`config.mk`:
```
export PLATFORM = sky130hd
export DESIGN_NAME = reset_cause_hub
export DESIGN_NICKNAME = d
export VERILOG_FILES = /design/src/rtl/rstagg_pkg.sv /design/src/rtl/rstagg_sync2.sv /design/src/rtl/rstagg_ctrl.sv /design/src/rtl/rstagg_dp.sv /design/src/rtl/reset_cause_hub.sv
export SDC_FILE = /design/constraint.sdc
export NUM_CORES = 1
export LEC_CHECK = 0
export ABC_AREA = 1
export BUFFER_PORTS_ARGS = -buffer_cell sky130_fd_sc_hd__buf_4
export CORE_ASPECT_RATIO = 0.75
export CORE_MARGIN = 4
export CORE_UTILIZATION = 50
export DETAILED_ROUTE_END_ITERATION = 10
export GPL_TIMING_DRIVEN = 0
export PLACE_DENSITY = 0.81
export SLEW_MARGIN = 10
export SYNTH_ARGS = -nofsm -noshare
export SYNTH_HDL_FRONTEND = slang
export SYNTH_SLANG_ARGS = --single-unit
export TNS_END_PERCENT = 20
```
`constraint.sdc`:
```
create_clock -name clk -period 1.9 [get_ports clk]
set_input_delay 0.38 -clock clk [delete_from_list [all_inputs] [get_ports clk]]
set_output_delay 0.38 -clock clk [all_outputs]
set_load 0.05 [all_outputs]
```
`src/rtl/rstagg_pkg.sv`:
```
package rstagg_pkg;
  localparam int NUM_CAUSES = 9;
  localparam int STAT_W     = 10;

  // cause index order: brown-out, master clear, software, watchdog,
  // config mismatch, trap, illegal opcode, uninit register, security
  localparam int BOR_IDX = 0;
  localparam int unsigned CAUSE_BIT [NUM_CAUSES] = '{1, 7, 6, 4, 5, 8, 2, 3, 9};

  localparam logic [STAT_W-1:0] POR_STATUS = 10'h003;

  typedef struct packed {
    logic [STAT_W-1:0] setMask;
    logic              anyReq;
    logic              coldReq;
    logic              inReset;
  } strobe_t;
endpackage

```
`src/rtl/rstagg_sync2.sv`:
```
module rstagg_sync2 #(
  parameter int WIDTH = 1
) (
  input  logic             clk,
  input  logic             arst,
  input  logic [WIDTH-1:0] dIn,
  output logic [WIDTH-1:0] dOut
);
  logic [WIDTH-1:0] stage1;

  always_ff @(posedge clk or posedge arst) begin
    if (arst) begin
      stage1 <= '0;
      dOut   <= '0;
    end else begin
      stage1 <= dIn;
      dOut   <= stage1;
    end
  end
endmodule

```
`src/rtl/rstagg_ctrl.sv`:
```
module rstagg_ctrl
  import rstagg_pkg::*;
#(
  parameter int STRETCH = 4
) (
  input  logic                  clk,
  input  logic                  porReq,
  input  logic [NUM_CAUSES-1:0] causeReq,
  output strobe_t               strobes,
  output logic                  sysRst
);
  localparam int CNT_W = $clog2(STRETCH + 1);

  logic [NUM_CAUSES-1:0] causeSync;
  logic [CNT_W-1:0]      holdCnt;
  logic                  anyReq;
  logic                  inReset;

  rstagg_sync2 #(.WIDTH(NUM_CAUSES)) uSync (
    .clk  (clk),
    .arst (porReq),
    .dIn  (causeReq),
    .dOut (causeSync)
  );

  assign anyReq  = |causeSync;
  assign inReset = (holdCnt != '0);

  always_ff @(posedge clk or posedge porReq) begin
    if (porReq)                holdCnt <= CNT_W'(STRETCH);
    else if (anyReq)           holdCnt <= CNT_W'(STRETCH);
    else if (holdCnt != '0)    holdCnt <= holdCnt - 1'b1;
  end

  assign sysRst = porReq | inReset;

  always_comb begin
    strobes.setMask = '0;
    for (int i = 0; i < NUM_CAUSES; i++) begin
      if (causeSync[i]) strobes.setMask[CAUSE_BIT[i]] = 1'b1;
    end
    strobes.anyReq  = anyReq;
    strobes.coldReq = causeSync[BOR_IDX];
    strobes.inReset = inReset;
  end

  AST_REQ_RAISES_RST: assert property (@(posedge clk) disable iff (porReq)
    anyReq |=> sysRst);
  AST_RELEASE_HELD: assert property (@(posedge clk) disable iff (porReq)
    $fell(anyReq) |-> sysRst);
endmodule

```
`src/rtl/rstagg_dp.sv`:
```
module rstagg_dp
  import rstagg_pkg::*;
#(
  parameter int OSC_W = 3
) (
  input  logic              clk,
  input  logic              porReq,
  input  strobe_t           strobes,
  input  logic              wrEn,
  input  logic [STAT_W-1:0] wrData,
  input  logic [OSC_W-1:0]  cfgOscSel,
  input  logic [OSC_W-1:0]  curOscSel,
  output logic [STAT_W-1:0] status,
  output logic              coldReset,
  output logic [OSC_W-1:0]  clkSel
);
  always_ff @(posedge clk or posedge porReq) begin
    if (porReq) begin
      status    <= POR_STATUS;
      coldReset <= 1'b1;
    end else begin
      status <= (wrEn ? wrData : status) | strobes.setMask;
      if (strobes.coldReq)                        coldReset <= 1'b1;
      else if (strobes.anyReq && !strobes.inReset) coldReset <= 1'b0;
    end
  end

  always_comb clkSel = coldReset ? cfgOscSel : curOscSel;

  for (genvar b = 0; b < STAT_W; b++) begin : gStick
    AST_CAUSE_STICKS: assert property (@(posedge clk) disable iff (porReq)
      strobes.setMask[b] |=> status[b]);
  end

  AST_HOLD_NO_WRITE: assert property (@(posedge clk) disable iff (porReq)
    (!wrEn && strobes.setMask == '0) |=> $stable(status));
  AST_COLD_ON_BOR: assert property (@(posedge clk) disable iff (porReq)
    strobes.coldReq |=> coldReset);
  AST_WARM_FROM_IDLE: assert property (@(posedge clk) disable iff (porReq)
    (strobes.anyReq && !strobes.coldReq && !strobes.inReset) |=> !coldReset);
  AST_COLD_KEPT: assert property (@(posedge clk) disable iff (porReq)
    (coldReset && strobes.inReset) |=> coldReset);
endmodule

```
`src/rtl/reset_cause_hub.sv`:
```
module reset_cause_hub
  import rstagg_pkg::*;
#(
  parameter int STRETCH = 4,
  parameter int OSC_W   = 3
) (
  input  logic              clk,
  input  logic              porReq,
  input  logic              borReq,
  input  logic              mclrReq,
  input  logic              swResetReq,
  input  logic              wdtReq,
  input  logic              cfgMismatchReq,
  input  logic              trapReq,
  input  logic              illOpcodeReq,
  input  logic              uninitRegReq,
  input  logic              securityReq,
  input  logic              wrEn,
  input  logic [STAT_W-1:0] wrData,
  output logic [STAT_W-1:0] rdData,
  input  logic [OSC_W-1:0]  cfgOscSel,
  input  logic [OSC_W-1:0]  curOscSel,
  output logic [OSC_W-1:0]  clkSel,
  output logic              coldReset,
  output logic              sysRst
);
  logic [NUM_CAUSES-1:0] causeReq;
  strobe_t               strobes;

  assign causeReq = {securityReq, uninitRegReq, illOpcodeReq, trapReq,
                     cfgMismatchReq, wdtReq, swResetReq, mclrReq, borReq};

  rstagg_ctrl #(.STRETCH(STRETCH)) uCtrl (
    .clk      (clk),
    .porReq   (porReq),
    .causeReq (causeReq),
    .strobes  (strobes),
    .sysRst   (sysRst)
  );

  rstagg_dp #(.OSC_W(OSC_W)) uDp (
    .clk       (clk),
    .porReq    (porReq),
    .strobes   (strobes),
    .wrEn      (wrEn),
    .wrData    (wrData),
    .cfgOscSel (cfgOscSel),
    .curOscSel (curOscSel),
    .status    (rdData),
    .coldReset (coldReset),
    .clkSel    (clkSel)
  );

  AST_WRITE_NO_RESET: assert property (@(posedge clk) disable iff (porReq)
    (wrEn && !sysRst && !strobes.anyReq) |=> !sysRst);
endmodule

```
==> results.sh, run 1 <==
export IMPL_grt_overflow_total=0
export IMPL_crit_path_max_fanout=5
export IMPL_std_cell_rows=14
export IMPL_cp_required_ps=1520
export IMPL_max_freq_mhz=548
export IMPL_crit_chain="mux2_2 > buf_4"
export IMPL_grt_first_pass_wirelength_um=3620
export IMPL_num_antenna_cells=0
export IMPL_num_vias=875
export IMPL_layout_drive_gt1_share_pct=41.6
export IMPL_synth_top_area_share_pct=61.6
export IMPL_drt_pass1_iter_count=4
export IMPL_slew_headroom_pct=56.0
export IMPL_pin_count=43
export IMPL_htree_levels=2
export IMPL_cts_tree="done"
export IMPL_wl_per_cell_um=13.8
export IMPL_antenna_found_initial=0
export IMPL_netlist_area_um2=1140
export IMPL_start_kind="flop"
export IMPL_yosys_warnings=0
export IMPL_ys_seq_area_share_pct=70.8
export IMPL_p_per_area_nw_per_um2=900
export IMPL_skew_ps=5.32
export IMPL_crit_path_end_kind="output pin"
export IMPL_synth_nets=128
export IMPL_drtAntennaViolNets=0
export IMPL_period_share_pct=96.1
export IMPL_die_area_um2=3110
export IMPL_crit_start="uDp.coldReset$_DFFE_PP1P_"
export IMPL_grt_max_degree=34
export IMPL_cts_setup_buffers=0
export IMPL_area_delta_synth_final_pct=37.8
export IMPL_critical_path_top_delay_family="flip-flops"
export IMPL_ys_seq_elements=32
export IMPL_final_area_um2=1570
export IMPL_initial_core_util_pct=54.6
export IMPL_fin_util_pct=75.2
export IMPL_setup_tns_ps=0
export IMPL_yosysTopAreaCell="dfrtp_1"
export IMPL_crit_type="reg -> out"
export IMPL_grt_usage_pct=15.9
export IMPL_drt_iter0_markers=39
export IMPL_clk_latency_ps=320
export IMPL_wl_um=2380
export IMPL_pre_cts_slack_ps=33.0
export IMPL_gp_congestion=0.757
export IMPL_holdWs_ps=43.9
export IMPL_nets=178
export IMPL_numPortBuffers=42
export IMPL_timing_rr_end="uDp.coldReset$_DFFE_PP1P_"
export IMPL_die_x_um=63.1
export IMPL_async_flop_share_pct=100
export IMPL_slew_viol_final=0
export IMPL_vdd_ir_drop_max_uv=646
export IMPL_hpwl_um=1620
export IMPL_fill_cells=144
export IMPL_cts_resized_gates=0
export IMPL_clock_sinks=32
export IMPL_max_stage_delay_ps=590
export IMPL_worstMarginPinSlew_ps=656
export IMPL_drt_vias_per_instance=5.06
export IMPL_outcome="finished clean"
export IMPL_coreArea_um2=2080
export IMPL_drc=0
export IMPL_holdBufCountCts=0
export IMPL_cts_clk_slew_worst_paths_ps=90
export IMPL_crit_slowest_cell="dfstp_2"
export IMPL_regToRegSetupSlack_ps=630
export IMPL_synth_distinct_cells=17
export IMPL_fin_ws_ps=73.8
export IMPL_cts_inserted_buffers=5
export IMPL_period_minus_slack_ps=1830
export IMPL_hold_path_class="in -> async"
export IMPL_place_area_um2=1490
export IMPL_worst_path_buf_inv=1
export IMPL_syn_avg_cell_area_um2=11.6
export IMPL_fp_dieH_um=49.3
export IMPL_grt_pass1_vias=806
export IMPL_power_leakage_nw=0.791
export IMPL_rsz0062_at_grt="false"
export IMPL_synthTopCellsByArea="dfrtp_1, dfstp_2, nand2_1"
export IMPL_cap_violations=0
export IMPL_ff2ff_path_depth=8
export IMPL_setup_violations=0
export IMPL_synth_ff_type="dfrtp_1"
export IMPL_synth_edf_count=0
export IMPL_r2r_start="uCtrl.holdCnt[1]$_DFFE_PP0P_"
export IMPL_synthCells=98
export IMPL_clock_path_buffers=2
export IMPL_hold_viol=0
export IMPL_synthTopCellsByCount="dfrtp_1, nand2_1, inv_1"
export IMPL_cts_root_buf="clkbuf_4"
export IMPL_arrival_ps=1450
==> worst max-delay path by stage <==
stage	cells past startpoint	slack (ps)	end
3_3_place_gp	4	40	sysRst
4_1_cts	6	20	sysRst
3_5_place_dp	4	30	sysRst
6_report	2	70	clkSel[1]
2_1_floorplan	2	140	sysRst
5_1_grt	2	10	clkSel[0]
==> state kept, by name, summed over array words and instances, names as in the netlist <==
| signal | count |
|---|---|
| uCtrl.uSync.dOut | 9 |
| uCtrl.uSync.stage1 | 9 |
| uDp.coldReset | 1 |
| uDp.status | 10 |
| uCtrl.holdCnt | 3 |
==> metal layers <==
| metal | vias up | global-route usage (%) | wire [um] |
|---|---|---|---|
| met4 | 0 | 8.79 | 55 |
| met1 | 410 | 17.2 | 921 |
| met2 | 50 | 26.1 | 1150 |
| li1 | 408 | - | - |
| met3 | 7 | 6.91 | 249 |
| met5 | - | 0 | 0 |
==> kinds of logic after synthesis <==
| kind of cell | after synthesis | synth area share [%] |
|---|---|---|
| muxes | 3 | 2.97 |
| buffers and inverters | 12 | 4.07 |
| and+or+nand+nor | 38 | 14.0 |
| AOI/OAI and AO/OA | 10 | 5.17 |
| DFF | 32 | 70.8 |
| xor gates and xnor gates | 1 | 0.770 |
| adders and majority gates | 2 | 2.20 |
==> per-stage QoR <==
stage | std cells | power (W)
6_report | 173 | 0.00141
5_1_grt | 173 | 0.00147
4_1_cts | 172 | 0.00142
3_5_place_dp | 164 | 0.000936
3_3_place_gp | 164 | 0.000931
2_1_floorplan | 98 | 0.000850
==> worst register-to-register path: stages (launching register included) <==
cell and delay (ps):
dfrtp_1 400, inv_1 100, ha_1 150, inv_1 60
nor2_4 150, inv_1 70, o21bai_1 170, nand2_1 70
nand2_1 50
==> power by group <==
| group | total (W) | internal (W) | switching [W] |
|---|---|---|---|
| clock network | 0.000487 | 0.000276 | 0.000211 |
| logic | 0.000191 | 0.0000729 | 0.000119 |
| registers | 0.000733 | 0.000718 | 0.0000160 |
==> layout by cell type (no fill, tap or decap) <==
cell type / instances
a21oi_1: 7
a21oi_2: 1
buf_2: 1
buf_4: 42
bufinv_16: 1
clkbuf_1: 1
clkbuf_4: 5
clkinv_1: 1
clkinv_2: 1
clkinvlp_2: 1
clkinvlp_4: 1
dfrtp_1: 28
dfstp_2: 4
ha_1: 2
inv_1: 8
inv_2: 1
mux2_2: 3
nand2_1: 28
nand3_1: 5
nor2_1: 3
nor2_4: 1
o211ai_1: 1
o21bai_1: 1
or2_1: 1
xnor2_1: 1
==> area by class of cell <==
cell class | count | area, um^2 | area share, %
Buffer | 1 | 5.00 | 0.319
Clock buffer | 6 | 41.3 | 2.63
Timing Repair inverter | 1 | 5.00 | 0.319
Clock inverter | 2 | 35.0 | 2.23
Inverter | 11 | 45.0 | 2.87
Timing Repair Buffer | 42 | 315 | 20.1
Multi-Input combinational cell | 54 | 285 | 18.2
Sequential cell | 32 | 806 | 51.4
Tap cell | 24 | 30.0 | 1.92
No activity file was read; power rests on OpenSTA's default activity.
==> inputs of run 2 (changes only) <==
BUFFER_PORTS_ARGS = unset   (was -buffer_cell sky130_fd_sc_hd__buf_4)
CORE_UTILIZATION = 55   (was 50)
DONT_BUFFER_PORTS = 1   (was unset)
PLACE_DENSITY = 0.7   (was 0.81)
==> results.sh, run 2 (synthesized netlist as in run 1, its figures left out) <==
export IMPL_outcome="finished with violations"
export IMPL_failed_checks="negative setup slack"
export IMPL_fill_cells=145
export IMPL_grt_max_degree=22
export IMPL_drt_iter0_markers=22
export IMPL_fp_dieH_um=47.4
export IMPL_mostFrequentLayoutCells="dfrtp_1, nand2_1, inv_1"
export IMPL_grt_overflow_total=0
export IMPL_num_antenna_cells=0
export IMPL_setup_tns_ps=-48.3
export IMPL_wl_per_cell_um=14.7
export IMPL_slew_viol_final=0
export IMPL_p_sw_w=0.000329
export IMPL_max_freq_mhz=522
export IMPL_rsz0062_at_grt="true"
export IMPL_pre_cts_slack_ps=-47.3
export IMPL_critical_path_top_delay_family="flip-flops"
export IMPL_crit_type="reg -> out"
export IMPL_power_frac_clock_pct=31.3
export IMPL_pin_count=43
export IMPL_regToRegSetupSlack_ps=680
export IMPL_skew_ps=13.5
export IMPL_grt_usage_pct=15.4
export IMPL_numPortBuffers=0
export IMPL_largestRegisters="uDp.status: 10 flops, uCtrl.uSync.dOut: 9 flops, uCtrl.uSync.stage1: 9 flops"
export IMPL_drt_pass1_iter_count=5
export IMPL_period_share_pct=101
export IMPL_wl_um=1920
export IMPL_clock_path_buffers=2
export IMPL_die_x_um=60.5
export IMPL_hold_path_class="in -> async"
export IMPL_antenna_found_initial=0
export IMPL_vdd_ir_drop_max_uv=798
export IMPL_layout_drive_gt1_share_pct=17.6
export IMPL_drtAntennaViolNets=0
export IMPL_clk_latency_ps=330
export IMPL_hold_viol=0
export IMPL_cts_tree="done"
export IMPL_cts_root_buf="clkbuf_4"
export IMPL_cp_required_ps=1520
export IMPL_worstMarginPinSlew_ps=884
export IMPL_pwr_share_seq_pct=63.3
export IMPL_drt_vias_per_instance=5.35
export IMPL_fin_ws_ps=-16.4
export IMPL_worst_path_buf_inv=0
export IMPL_holdWs_ps=32.2
export IMPL_std_cell_rows=13
export IMPL_cp_num_cells=1
export IMPL_max_stage_delay_ps=730
export IMPL_r2r_start="uCtrl.holdCnt[0]$_DFFE_PP0P_"
export IMPL_crit_start="uDp.coldReset$_DFFE_PP1P_"
export IMPL_cts_clk_slew_worst_paths_ps=100
export IMPL_hpwl_um=1330
export IMPL_p_per_area_nw_per_um2=990
export IMPL_grt_pass1_vias=637
export IMPL_slew_headroom_pct=40.9
export IMPL_ff2ff_path_depth=8
export IMPL_p_int_w=0.000916
export IMPL_power_w=0.00124
export IMPL_fin_util_pct=68.4
export IMPL_start_kind="flop"
export IMPL_num_vias=696
export IMPL_initial_core_util_pct=61.9
export IMPL_gp_congestion=0.716
export IMPL_setup_violations=3
export IMPL_htree_levels=2
export IMPL_crit_slowest_cell="dfstp_4"
export IMPL_nets=137
export IMPL_area_delta_synth_final_pct=10.6
export IMPL_p_comb_share_pct=5.4
export IMPL_timing_rr_end="uDp.coldReset$_DFFE_PP1P_"
export IMPL_cts_inserted_buffers=5
export IMPL_drc=0
export IMPL_grt_first_pass_wirelength_um=2770
export IMPL_power_leakage_nw=0.591
export IMPL_clock_sinks=32
export IMPL_die_area_um2=2870
export IMPL_top_register="uDp.status"
export IMPL_coreArea_um2=1840
export IMPL_cap_violations=0
export IMPL_crit_path_max_fanout=5
export IMPL_crit_path_end_kind="output pin"
export IMPL_largest_reg_flops=10
export IMPL_period_minus_slack_ps=1920
export IMPL_layout_commonest_cell="dfrtp_1"
export IMPL_crit_chain="mux2_2"
export IMPL_arrival_ps=1540
export IMPL_endpoint="clkSel[1]"
export IMPL_swShare_pct=26.4
[run 2: cell types whose count changed in the layout (fill, tap and decap cells not counted)]
cell,delta
buf_4,-42
dlygate4sd3_1,+2
bufinv_16,-1
clkbuf_8,+1
clkinv_2,-1
clkinvlp_2,-1
clkinvlp_4,+1
dfstp_2,-1
dfstp_4,+1
inv_1,+1
inv_2,-1
nand2_1,-1
nand2_2,+1
[run 2: worst min-delay path by stage]
stage / slack (ps) / cells after the start / to / start
6_report: 30 / 1 / uDp.status[0]$_DFFE_PP1P_ / porReq
5_1_grt: 10 / 1 / uDp.status[0]$_DFFE_PP1P_ / porReq
4_1_cts: 10 / 1 / uDp.status[0]$_DFFE_PP1P_ / porReq
3_5_place_dp: 340 / 0 / uCtrl.uSync.dOut[3]$_DFF_PP0_ / uCtrl.uSync.stage1[3]$_DFF_PP0_
3_3_place_gp: 330 / 0 / uCtrl.uSync.dOut[0]$_DFF_PP0_ / uCtrl.uSync.stage1[0]$_DFF_PP0_
2_1_floorplan: 310 / 1 / uCtrl.holdCnt[0]$_DFFE_PP0P_ / porReq
[run 2: metrics by stage]
step	instances	area (um^2)
floorplan	98	1140
global placement	120	1170
detailed placement	120	1170
CTS	130	1260
global route	130	1260
finish	130	1260
[run 2: power groups by stage]
stage	logic [W]	clock network [W]	registers (W)
floorplan	0.0000536	0	0.000796
global placement	0.0000613	0	0.000801
detailed placement	0.0000627	0	0.000802
CTS	0.0000675	0.000409	0.000789
global route	0.0000747	0.000442	0.000793
finish	0.0000666	0.000390	0.000788
[run 2: layer usage]
layer  routed length [um]  GRT usage, %
met5                    0             0
met4                   42          13.0
met3                  238          7.97
met2                  778          21.1
met1                  856          18.1
[run 2: repair_timing]
action / 4_1_cts / 5_1_grt
hold buffers: 2 / 0
endpoints found under the setup margin: 4 / 3
resized for setup: 2 / 0
endpoints found under the hold margin: 7 / 0
setup buffers: 0 / 0
cloned: 0 / 0
[run 2: layout make-up]
type	count	area [um^2]	share of cell area, %
Buffer	1	5.00	0.398
Clock buffer	7	55.1	4.38
Clock inverter	1	7.51	0.597
Inverter	11	45.0	3.58
Multi-Input combinational cell	54	288	22.9
Sequential cell	32	810	64.4
Tap cell	22	27.5	2.19
Timing Repair Buffer	2	20.0	1.59
==> inputs of run 3 (changes only) <==
REMOVE_ABC_BUFFERS = 1   (was unset)
==> results.sh, run 3 (synthesized netlist as in run 1, its figures left out) <==
export IMPL_outcome="finished with violations"
export IMPL_failed_checks="negative setup slack"
export IMPL_crit_path_max_fanout=5
export IMPL_worst_path_buf_inv=0
export IMPL_grt_usage_pct=15.6
export IMPL_cts_tree="done"
export IMPL_hold_viol=0
export IMPL_arrival_ps=1550
export IMPL_period_share_pct=101
export IMPL_largestRegisters="uDp.status: 10 flops, uCtrl.uSync.dOut: 9 flops, uCtrl.uSync.stage1: 9 flops"
export IMPL_wl_um=1910
export IMPL_grt_first_pass_wirelength_um=2910
export IMPL_setup_violations=3
export IMPL_cts_inserted_buffers=5
export IMPL_pre_cts_slack_ps=-332
export IMPL_top_layer_used="met4"
export IMPL_std_cell_rows=13
export IMPL_rsz0062_at_grt="true"
export IMPL_die_area_um2=2870
export IMPL_crit_path_end_kind="output pin"
export IMPL_mostFrequentLayoutCells="dfrtp_1, nand2_1, inv_1"
export IMPL_layout_drive_gt1_share_pct=17.1
export IMPL_slew_viol_final=0
export IMPL_fin_ws_ps=-26.3
export IMPL_period_minus_slack_ps=1930
export IMPL_p_per_area_nw_per_um2=1070
export IMPL_cts_root_buf="clkbuf_4"
export IMPL_hold_path_class="in -> async"
export IMPL_grt_pass1_vias=671
export IMPL_htree_levels=2
export IMPL_grt_max_degree=34
export IMPL_vdd_ir_drop_max_uv=839
export IMPL_drt_pass1_iter_count=4
export IMPL_num_antenna_cells=0
export IMPL_fill_cells=145
export IMPL_drc=0
export IMPL_crit_slowest_cell="dfstp_4"
export IMPL_worstMarginPinSlew_ps=669
export IMPL_clock_sinks=32
export IMPL_pin_count=43
export IMPL_layout_commonest_cell="dfrtp_1"
export IMPL_holdWs_ps=11.0
export IMPL_num_vias=682
export IMPL_nets=134
export IMPL_routedLengthMet1_um=755
export IMPL_max_stage_delay_ps=730
export IMPL_clk_latency_ps=320
export IMPL_power_leakage_nw=0.598
export IMPL_fin_cells=127
export IMPL_setup_tns_ps=-75.6
export IMPL_crit_type="reg -> out"
export IMPL_wl_met3_um=260
export IMPL_cts_setup_buffers=0
export IMPL_top_register="uDp.status"
export IMPL_met2_length_um=849
export IMPL_critical_path_top_delay_family="flip-flops"
export IMPL_slew_headroom_pct=55.3
export IMPL_grt_overflow_total=0
export IMPL_largest_reg_flops=10
export IMPL_area_delta_synth_final_pct=10.0
export IMPL_drtAntennaViolNets=0
export IMPL_die_x_um=60.5
export IMPL_fp_dieH_um=47.4
export IMPL_drt_vias_per_instance=5.37
export IMPL_skew_ps=7.91
export IMPL_start_kind="flop"
export IMPL_power_w=0.00134
export IMPL_cp_required_ps=1520
export IMPL_cts_clk_slew_worst_paths_ps=90
export IMPL_dp_cells=119
export IMPL_numPortBuffers=0
export IMPL_cap_violations=0
export IMPL_coreArea_um2=1840
export IMPL_drt_iter0_markers=25
export IMPL_max_freq_mhz=519
export IMPL_holdBufCountCts=0
export IMPL_initial_core_util_pct=61.9
export IMPL_antenna_found_initial=0
export IMPL_wl_per_cell_um=15.1
export IMPL_r2r_start="uCtrl.holdCnt[0]$_DFFE_PP0P_"
export IMPL_crit_chain="mux2_2"
export IMPL_gp_congestion=0.751
export IMPL_crit_start="uDp.coldReset$_DFFE_PP1P_"
export IMPL_clock_path_buffers=2
## run 3: cell count changes in the layout (fill, tap and decap cells not counted)
| cell | previous run | this run |
|---|---|---|
| buf_2 | 1 | 0 |
| nand2_4 | 0 | 1 |
| clkinvlp_4 | 2 | 1 |
| clkbuf_8 | 1 | 0 |
| dlygate4sd3_1 | 2 | 0 |
| bufinv_16 | 0 | 1 |
| clkinv_2 | 0 | 1 |
| nand2_2 | 1 | 0 |
## run 3: cell type report
class / instances / area (um^2) / area share (%)
multi-input combinational: 54 / 293 / 23.4
sequential: 32 / 810 / 64.7
tap: 22 / 27.5 / 2.20
clock inverter: 2 / 35.0 / 2.80
clock buffer: 6 / 41.3 / 3.30
inverter: 11 / 45.0 / 3.60
## run 3: worst paths after layout
kind | end | slack (ps) | cells past startpoint
max reg2reg | uDp.coldReset$_DFFE_PP1P_ | 590 | 8
min in group clk | uCtrl.uSync.stage1[1]$_DFF_PP0_ | 70 | 0
min reg2reg | uCtrl.uSync.dOut[5]$_DFF_PP0_ | 350 | 0
max | clkSel[2] | -30 | 1
min | uCtrl.uSync.stage1[3]$_DFF_PP0_ | 10 | 1
max in group asynchronous | uCtrl.uSync.stage1[4]$_DFF_PP0_ | 1510 | 1
## run 3: what timing repair did
action / 4_1_cts / 5_1_grt
gates cloned: 0 / 0
resized for setup: 3 / 1
endpoints found under the setup margin: 4 / 4
## run 3: routing by layer
layer / vias to the layer above / track usage (%)
met5: - / 0
met4: 0 / 10.4
met3: 7 / 7.97
met2: 45 / 25.2
met1: 312 / 16.2
li1: 318 / -
## run 3: power breakdown
part	leakage, nW	switching [W]	internal, W	total, W
Sequential	0.361	0.0000712	0.000717	0.000788
Combinational	0.195	0.0000450	0.0000149	0.0000599
Clock	0.0422	0.000212	0.000276	0.000488
## run 3: metrics by stage
step	utilization, %	instance area, um^2
finish	68.1	1250
global route	68.1	1250
CTS	67.8	1250
detailed placement	63.1	1160
global placement	63.1	1160
floorplan	-	1130
